$ cat config.mk
export PLATFORM = sky130hd
export DESIGN_NAME = irq_status_ctrl
export DESIGN_NICKNAME = d
export VERILOG_FILES = /design/src/rtl/ism_pkg.sv /design/src/rtl/ism_decode.sv /design/src/rtl/ism_regs.sv /design/src/rtl/ism_irq.sv /design/src/rtl/irq_status_ctrl.sv
export SDC_FILE = /design/constraint.sdc
export NUM_CORES = 1
export LEC_CHECK = 0
export BUFFER_PORTS_ARGS = -buffer_cell sky130_fd_sc_hd__buf_2
export CORE_ASPECT_RATIO = 0.9
export CORE_MARGIN = 4
export CORE_UTILIZATION = 44
export CTS_CLUSTER_SIZE = 30
export DETAILED_ROUTE_END_ITERATION = 16
export HOLD_SLACK_MARGIN = 0.02
export PLACE_DENSITY_LB_ADDON = 0.25
export SYNTH_ARGS = -nofsm -noshare
export SYNTH_HDL_FRONTEND = slang
export SYNTH_SLANG_ARGS = --single-unit
$ cat constraint.sdc
create_clock -name clk -period 2.4 [get_ports clk]
set_clock_uncertainty 0.15 [all_clocks]
set_input_delay 0.48 -clock clk [delete_from_list [all_inputs] [get_ports clk]]
set_output_delay 0.48 -clock clk [all_outputs]
set_load 0.02 [all_outputs]
$ cat src/rtl/ism_pkg.sv
`timescale 1ns/1ps
package ism_pkg;
    localparam int BUS_W  = 32;
    localparam int HALF_W = 16;

    localparam logic [11:0] OFS_STATUS = 12'h070;
    localparam logic [11:0] OFS_MASK   = 12'h074;

    localparam int SRC_DMA    = 3;
    localparam int SRC_SERIAL = 7;
    localparam int SRC_SOUND  = 9;

    typedef enum logic [1:0] {
        TGT_NONE   = 2'd0,
        TGT_STATUS = 2'd1,
        TGT_MASK   = 2'd2
    } tgt_e;

    typedef struct packed {
        logic sel;
        logic we;
        logic wide;
    } bus_req_t;

    typedef struct packed {
        tgt_e tgt;
        logic wr;
        logic hi_lane;
    } acc_t;

    function automatic logic [BUS_W-1:0] half_mask(input logic wide);
        return wide ? {BUS_W{1'b1}} : {{(BUS_W-HALF_W){1'b0}}, {HALF_W{1'b1}}};
    endfunction
endpackage

$ cat src/rtl/ism_decode.sv
`timescale 1ns/1ps
module ism_decode
    import ism_pkg::*;
#(
    parameter int ADDR_W = 12
) (
    input  bus_req_t          req,
    input  logic [ADDR_W-1:0] addr,
    output acc_t              acc
);
    localparam logic [ADDR_W-1:0] A_STATUS = ADDR_W'(OFS_STATUS);
    localparam logic [ADDR_W-1:0] A_MASK   = ADDR_W'(OFS_MASK);

    always_comb begin
        acc.tgt     = TGT_NONE;
        acc.wr      = req.sel && req.we;
        acc.hi_lane = req.wide;
        if (req.sel) begin
            if (addr == A_STATUS)    acc.tgt = TGT_STATUS;
            else if (addr == A_MASK) acc.tgt = TGT_MASK;
        end
    end
endmodule

$ cat src/rtl/ism_regs.sv
`timescale 1ns/1ps
module ism_regs
    import ism_pkg::*;
#(
    parameter int NUM_IRQ = 11
) (
    input  logic               clk,
    input  logic               rst,
    input  logic               stat_wr,
    input  logic               mask_wr,
    input  logic               hi_lane,
    input  logic [NUM_IRQ-1:0] wdata,
    input  logic [NUM_IRQ-1:0] src,
    output logic [NUM_IRQ-1:0] ack_val,
    output logic [NUM_IRQ-1:0] status_d,
    output logic [NUM_IRQ-1:0] mask_d,
    output logic [NUM_IRQ-1:0] status_q,
    output logic [NUM_IRQ-1:0] mask_q
);
    for (genvar i = 0; i < NUM_IRQ; i++) begin : g_bit
        logic lane_on;
        if (i < HALF_W) begin : g_lo
            assign lane_on = 1'b1;
        end else begin : g_hi
            assign lane_on = hi_lane;
        end

        // Lanes not written keep their value: ack with 1, mask with old bit.
        assign ack_val[i]  = lane_on ? wdata[i] : 1'b1;
        assign status_d[i] = src[i] |
                             (stat_wr ? (status_q[i] & mask_q[i] & ack_val[i])
                                      : status_q[i]);
        assign mask_d[i]   = (mask_wr && lane_on) ? wdata[i] : mask_q[i];
    end

    if (NUM_IRQ <= HALF_W) begin : g_lane_unused
        logic unused_lane;
        assign unused_lane = hi_lane;
    end

    always_ff @(posedge clk) begin
        if (rst) begin
            status_q <= '0;
            mask_q   <= '0;
        end else begin
            status_q <= status_d;
            mask_q   <= mask_d;
        end
    end
endmodule

$ cat src/rtl/ism_irq.sv
`timescale 1ns/1ps
module ism_irq #(
    parameter int NUM_IRQ = 11
) (
    input  logic               clk,
    input  logic               rst,
    input  logic [NUM_IRQ-1:0] status_d,
    input  logic [NUM_IRQ-1:0] mask_d,
    output logic               irq_q
);
    // Built from next-state values so a mask write acts at its own edge.
    always_ff @(posedge clk) begin
        if (rst) irq_q <= 1'b0;
        else     irq_q <= |(status_d & mask_d);
    end
endmodule

$ cat src/rtl/irq_status_ctrl.sv
`timescale 1ns/1ps
module irq_status_ctrl
    import ism_pkg::*;
#(
    parameter int ADDR_W  = 12,
    parameter int NUM_IRQ = 11
) (
    input  logic               clk,
    input  logic               rst,
    input  logic               bus_sel,
    input  logic               bus_we,
    input  logic               bus_wide,
    input  logic [ADDR_W-1:0]  bus_addr,
    input  logic [31:0]        bus_wdata,
    output logic [31:0]        bus_rdata,
    input  logic [NUM_IRQ-1:0] src_pulse,
    output logic               cpu_irq
);
    bus_req_t           req;
    acc_t               acc;
    logic               stat_wr;
    logic               mask_wr;
    logic [NUM_IRQ-1:0] ack_val;
    logic [NUM_IRQ-1:0] status_d;
    logic [NUM_IRQ-1:0] mask_d;
    logic [NUM_IRQ-1:0] status_q;
    logic [NUM_IRQ-1:0] mask_q;
    logic [BUS_W-1:0]   rd_full;

    assign req = '{sel: bus_sel, we: bus_we, wide: bus_wide};

    ism_decode #(.ADDR_W(ADDR_W)) u_decode (
        .req  (req),
        .addr (bus_addr),
        .acc  (acc)
    );

    assign stat_wr = acc.wr && (acc.tgt == TGT_STATUS);
    assign mask_wr = acc.wr && (acc.tgt == TGT_MASK);

    ism_regs #(.NUM_IRQ(NUM_IRQ)) u_regs (
        .clk      (clk),
        .rst      (rst),
        .stat_wr  (stat_wr),
        .mask_wr  (mask_wr),
        .hi_lane  (acc.hi_lane),
        .wdata    (bus_wdata[NUM_IRQ-1:0]),
        .src      (src_pulse),
        .ack_val  (ack_val),
        .status_d (status_d),
        .mask_d   (mask_d),
        .status_q (status_q),
        .mask_q   (mask_q)
    );

    ism_irq #(.NUM_IRQ(NUM_IRQ)) u_irq (
        .clk      (clk),
        .rst      (rst),
        .status_d (status_d),
        .mask_d   (mask_d),
        .irq_q    (cpu_irq)
    );

    always_comb begin
        unique case (acc.tgt)
            TGT_STATUS: rd_full = BUS_W'(status_q);
            TGT_MASK:   rd_full = BUS_W'(mask_q);
            default:    rd_full = '0;
        endcase
    end

    assign bus_rdata = rd_full & half_mask(acc.hi_lane);

    if (NUM_IRQ < BUS_W) begin : g_wdata_unused
        logic unused_wdata;
        assign unused_wdata = ^bus_wdata[BUS_W-1:NUM_IRQ];
    end
endmodule

Word-level counts from Yosys, hierarchy flattened
Index checks and enable logic that the tools add are counted.

operators by class
  eq/ne operators = 4
  mux-type cells = 27
  bitwise gates (word level) = 35
  reductions and logical operators = 4

operators by type and width
  cell                 count
  $and 32x32->32       1
  $mux 32              1
  $eq 12x7->1 const B  2
  $and 1x1->1          22
  $mux 1               22
  $pmux 11 s2          1
  $and 11x11->11       1
  $or 1x1->1           11
  $reduce_or 11->1     1
  $mux 2               3
  $logic_and 1x1->1    3
  $eq 2x1->1 const B   1
  $eq 2x2->1 const B   1

storage, ports and cells
  register bits = 23
  input port bits = 60
  output and inout port bits = 33
  logic and storage cells = 73

Depth between registers and ports, before layout
  word-level depth = 10
  depth in mapped cells = 8
  mapped depth without buffers = 6

Hierarchy
From an unflattened synthesis, not the netlist that was laid out.

unflattened totals
  cell total of the unflattened synthesis = 184
  area, all modules = 1,609.0 um2

by module, submodules not included
  module           times used  cells an instance  area an instance (um2)  seq. area each (um2)
  ism_regs         1           115                1,094.8                 440.4
  irq_status_ctrl  1           53                 359.1                   0.0
  ism_irq          1           8                  80.1                    20.0
  ism_decode       1           8                  75.1                    0.0

Least setup slack after synthesis
OpenSTA, ideal clock, no wires.

  kind = input to output
  start point = input port bus_addr[9]
  end point = output port bus_rdata[0]
  data arrival time = 1.629 ns
  setup slack = 0.141 ns
  cell stages on the path = 4
  buffers on the path = 1
  cell sequence = nor4_4 nand3_1 clkbuf_1 nor2_1

on the way
  word-level cells in the longest chain between the ends = 7
  elaborated cells between the ends (all ways) = 9
  classes of those cells = 4 x eq/ne; 4 x mux; 1 x bitwise

ends and longest elaborated chain
  what                                             RTL line               source
  start, declared                                  irq_status_ctrl.sv:13  input logic [ADDR_W-1:0] bus_addr,
  $eq 12x7->1                                      ism_decode.sv:20       else if (addr == A_MASK) acc.tgt = TGT_MASK;
  $mux 2                                           ism_decode.sv:20
  $mux 2 *                                         ism_decode.sv:19       if (addr == A_STATUS) acc.tgt = TGT_STATUS;
  $mux 2 *                                         ism_decode.sv:18       if (req.sel) begin
  $eq 2x2->1 / $eq 2x1->1 (equally long branches)  irq_status_ctrl.sv:65  unique case (acc.tgt)
  $pmux 11 s2 *                                    irq_status_ctrl.sv:65
  $and 32x32->32 *                                 irq_status_ctrl.sv:72  assign bus_rdata = rd_full & half_mask(acc.hi_lane);
  end, declared                                    irq_status_ctrl.sv:15  output logic [31:0] bus_rdata,

Mark *: on every way between the ends. The rest lies on a longest branch, timed or not.

Worst setup path in the final report
  start point = input port bus_addr[3]
  end point = output port bus_rdata[10]

Same word-level chain as after synthesis.

==> results <==
- Across the VDD grid, the largest voltage drop is 0.2845 mV.
- The die covers 4789 um2.
- Adding up every negative setup slack in the final design gives 0 ns.
- The repair_antennas step left the layout with diodes totalling 0.
- The combinational power share is 19.9%.
- The CTS clock-pin slew for the worst setup and hold paths is 0.08 ns.
- The tree is rooted in a clkbuf_8.
- Before antenna repair, the detailed router went through 4 iterations.
- STA puts the critical path data arrival time at 1.64 ns.
- The number of vias in the routed layout is 1609.
- The top fanout value on the critical path is 9.
- The sequential element share of the synthesized area is 27.94%.
- The critical path is of the input pin to output port type.
- Dividing the synthesized area by the synthesized cell count gives 7.227 um2.
- The number of nets in the layout is 344.
- The biggest area consumer among synthesized cells is dfxtp_1.
- The internal cell power is 0.5747 mW.
- Setup violations remaining at the end of the flow were counted as 0.
- The global-route wire length before repair is 6686 um.
- The achievable clock frequency is 441.1 MHz.
- The number of antenna violations at the first check in global routing is 0.
- The category of the worst setup path capture point is an output port.
- Once placement completed, the tool counted placed cells totaling 321.
- Among all flip-flop cells after synthesis, the most frequent one is dfxtp_1.
- Dividing the detail-routed via count by the number of cells gives 4.920.
- The number of synthesis warnings is 0.
- Excluding fillers, the count of instances in the completed layout stands at 327.
- The via count of the first global-routing pass is 1457.
- The tightest min-delay check is of the input pin to flip-flop type.
- The weighted congestion reported at the end of routability-driven placement is 0.8115.
- The cts-stage hold buffer count is 0.
- The total count of max-transition violations in the final report is 0.
- In this run, the clock network consumes 29.5% of the power.
- The floorplan row count is 20.
- The initial utilization of the core area, before any placement, comes to 47.37%.
- The area growth from synthesis to layout is 18.91%.
- The number of unique standard cell types used by synthesis is 36.
- The estimated wirelength of the detail-placed design is 3209 um.
- Power spread over the standard cell area amounts to 408.1 nW/um2.
- The total routing resource utilization after global routing is 17.40%.
- Clock latency on the worst-skew pair, taken at its later pin, is 0.26 ns.
- Per report_power, the sequential group accounts for 50.6% of the total.
- The sum of overflow across all layers after global routing is 0.
- The CTS tree is built.
- The placeable core region is 3478 um2.
- The mean routed wirelength per cell is 12.81 um.
- Entering global routing, the biggest net connects 24 pins.
- The final hold violation count is 0.
- Summed over all nets, the switching power comes to 0.2250 mW.
- Yosys instantiated no cell more often than nand2_1.
- By count the netlist is led by 46 x nand2_1, 34 x nor2_1, 23 x a21oi_1, 23 x dfxtp_1, 21 x buf_4.
- Synthesis handed over a netlist of 228 instances.
- In this run, the number of DRC markers left after iteration 0 of detailed routing was 67.
- Setup repair after global routing left no endpoint under its margin.
- Counting along the longest clock path gives a buffer depth of 2.
- STA puts the critical path data required time at 1.77 ns.
- The switching share of power is 28.13%.
- From left edge to right edge, the die measures 72.51 um.
- The clock net in this run drives a total of 23 sinks.
- After clock tree synthesis, the setup repair step added 0 buffers.
- In the post-synthesis netlist, the biggest area contributors are dfxtp_1 28%, nand2_1 10%, buf_4 9.6%.
- The number of buffers created by CTS is 3.
- The minimum clock period is 2.267 ns.
- The post-cts sizing count is 0.
- Of the cells placed in the final design, the portion with a size suffix greater than 1 is 25.80%.
- Summed over all layers, the routed wires come to 4189 um.
- The level count of the clock H-tree is 1.
- The leakage component of the power is 0.8476 nW.
- The die is 66.06 um tall.
- The number of synthesized flops with an enable pin is 0.
- The reported max-cap violation count is 0.
- The share of the cycle needed by the critical path after routing is 94.47%.
- The synthesized design contains 23 register bits.
- In this run the biggest area consumer among cell types represents 27.94% of the synthesized area.
- In this run the tool buffered the top-level ports with 49 buffer cells.
- Of all flip-flops after synthesis, the portion carrying an async set or reset was 0%.
- Fill cells in the final layout number 356.
- The detail route stage leaves a number of antenna-violating nets equal to 0.
- The post-synthesis instance area is 1648 um2.
- The detailed-route DRC error count is 0.
- The number of top-level design ports is 93.
- The flow ran to the end, and the final reports show no timing, DRC or antenna violations.
- The worst setup path is launched from an input pin.
==> worst paths after layout <==
kind | from | end | slack [ns] | cells after the start
worst max-delay path | bus_addr[3] | bus_rdata[10] | 0.13 | 7
worst max register to register | u_regs.status_q[10]$_SDFF_PP0_ | u_irq.irq_q$_SDFF_PP0_ | 0.87 | 5
worst min register to register | u_regs.mask_q[7]$_SDFF_PP0_ | u_regs.mask_q[7]$_SDFF_PP0_ | 0.34 | 2
worst min-delay path | src_pulse[2] | u_regs.status_q[2]$_SDFF_PP0_ | 0.30 | 3
==> routing by layer <==
metal	wire [um]	GRT usage (%)	part of all wire, %	up-vias
met2	1867	28.64	45	49
met3	246	3.191	5.9	4
met1	2046	23.74	49	711
li1	-	-	-	845
met4	28	3.456	0.67	0
met5	0	0	0	-
==> cell families (layout without fill, tap and decap cells) <==
family | count (synthesis) | in the layout | synth area share, %
buf+inv | 34 | 69 | 13.97
simple gates | 107 | 107 | 31.66
other cells | 1 | 21 | 0.2276
compound gates | 52 | 52 | 19.51
flops | 23 | 23 | 27.94
mux | 11 | 11 | 6.682
==> final cells by class <==
class                      count  area (um2)  area share, %
clock buffer                   4       45.04          2.299
inverter                       3       11.26         0.5747
multi-input combinational    191        1032          52.68
sequential                    23       460.4          23.50
tap                           44       55.05          2.810
timing repair buffer          62       355.3          18.14
==> flip-flops by register name, summed over array words and instances, names as in the netlist <==
signal / count
u_regs.mask_q: 11
u_regs.status_q: 11
u_irq.irq_q: 1
==> placed cells by master, fill, tap and decap left out, types with 2 or more instances in the layout <==
master,instances
buf_4,12
buf_2,49
a21o_1,2
nand2_1,46
nor2_1,34
mux2i_1,11
nand3_1,4
a41oi_1,5
o22ai_1,6
clkbuf_8,3
dfxtp_1,23
a21oi_1,23
a21boi_0,2
nor2b_1,10
inv_1,3
o21ai_0,9
conb_1,21
==> critical path, stage by stage <==
cell and delay (ns):
buf_2 0.11, nor4b_4 0.25, buf_4 0.21, nand3_1 0.10, buf_4 0.19, nor2_1 0.12, buf_2 0.17
==> power groups by stage <==
stage	Combinational, mW	Clock, mW	Sequential, mW
2_1_floorplan	0.123	0	0.411
3_3_place_gp	0.154	0	0.413
3_5_place_dp	0.156	0	0.414
4_1_cts	0.156	0.249	0.405
5_1_grt	0.175	0.263	0.407
6_report	0.159	0.236	0.405
==> through the flow <==
stage	util [%]	setup WS (ns)	cell area (um2)	total power, mW	hold WS (ns)
after floorplan	-	0.1406	1723	0.5339	0.2982
after global placement	54.60	0.04349	1899	0.5670	0.3260
after detailed placement	54.60	0.03341	1899	0.5697	0.3275
after CTS	55.90	0.08645	1944	0.8096	0.2999
after global routing	56.33	0.05740	1959	0.8450	0.3214
final	56.33	0.1328	1959	0.7997	0.3046
Power figures use the tool's default switching activity.
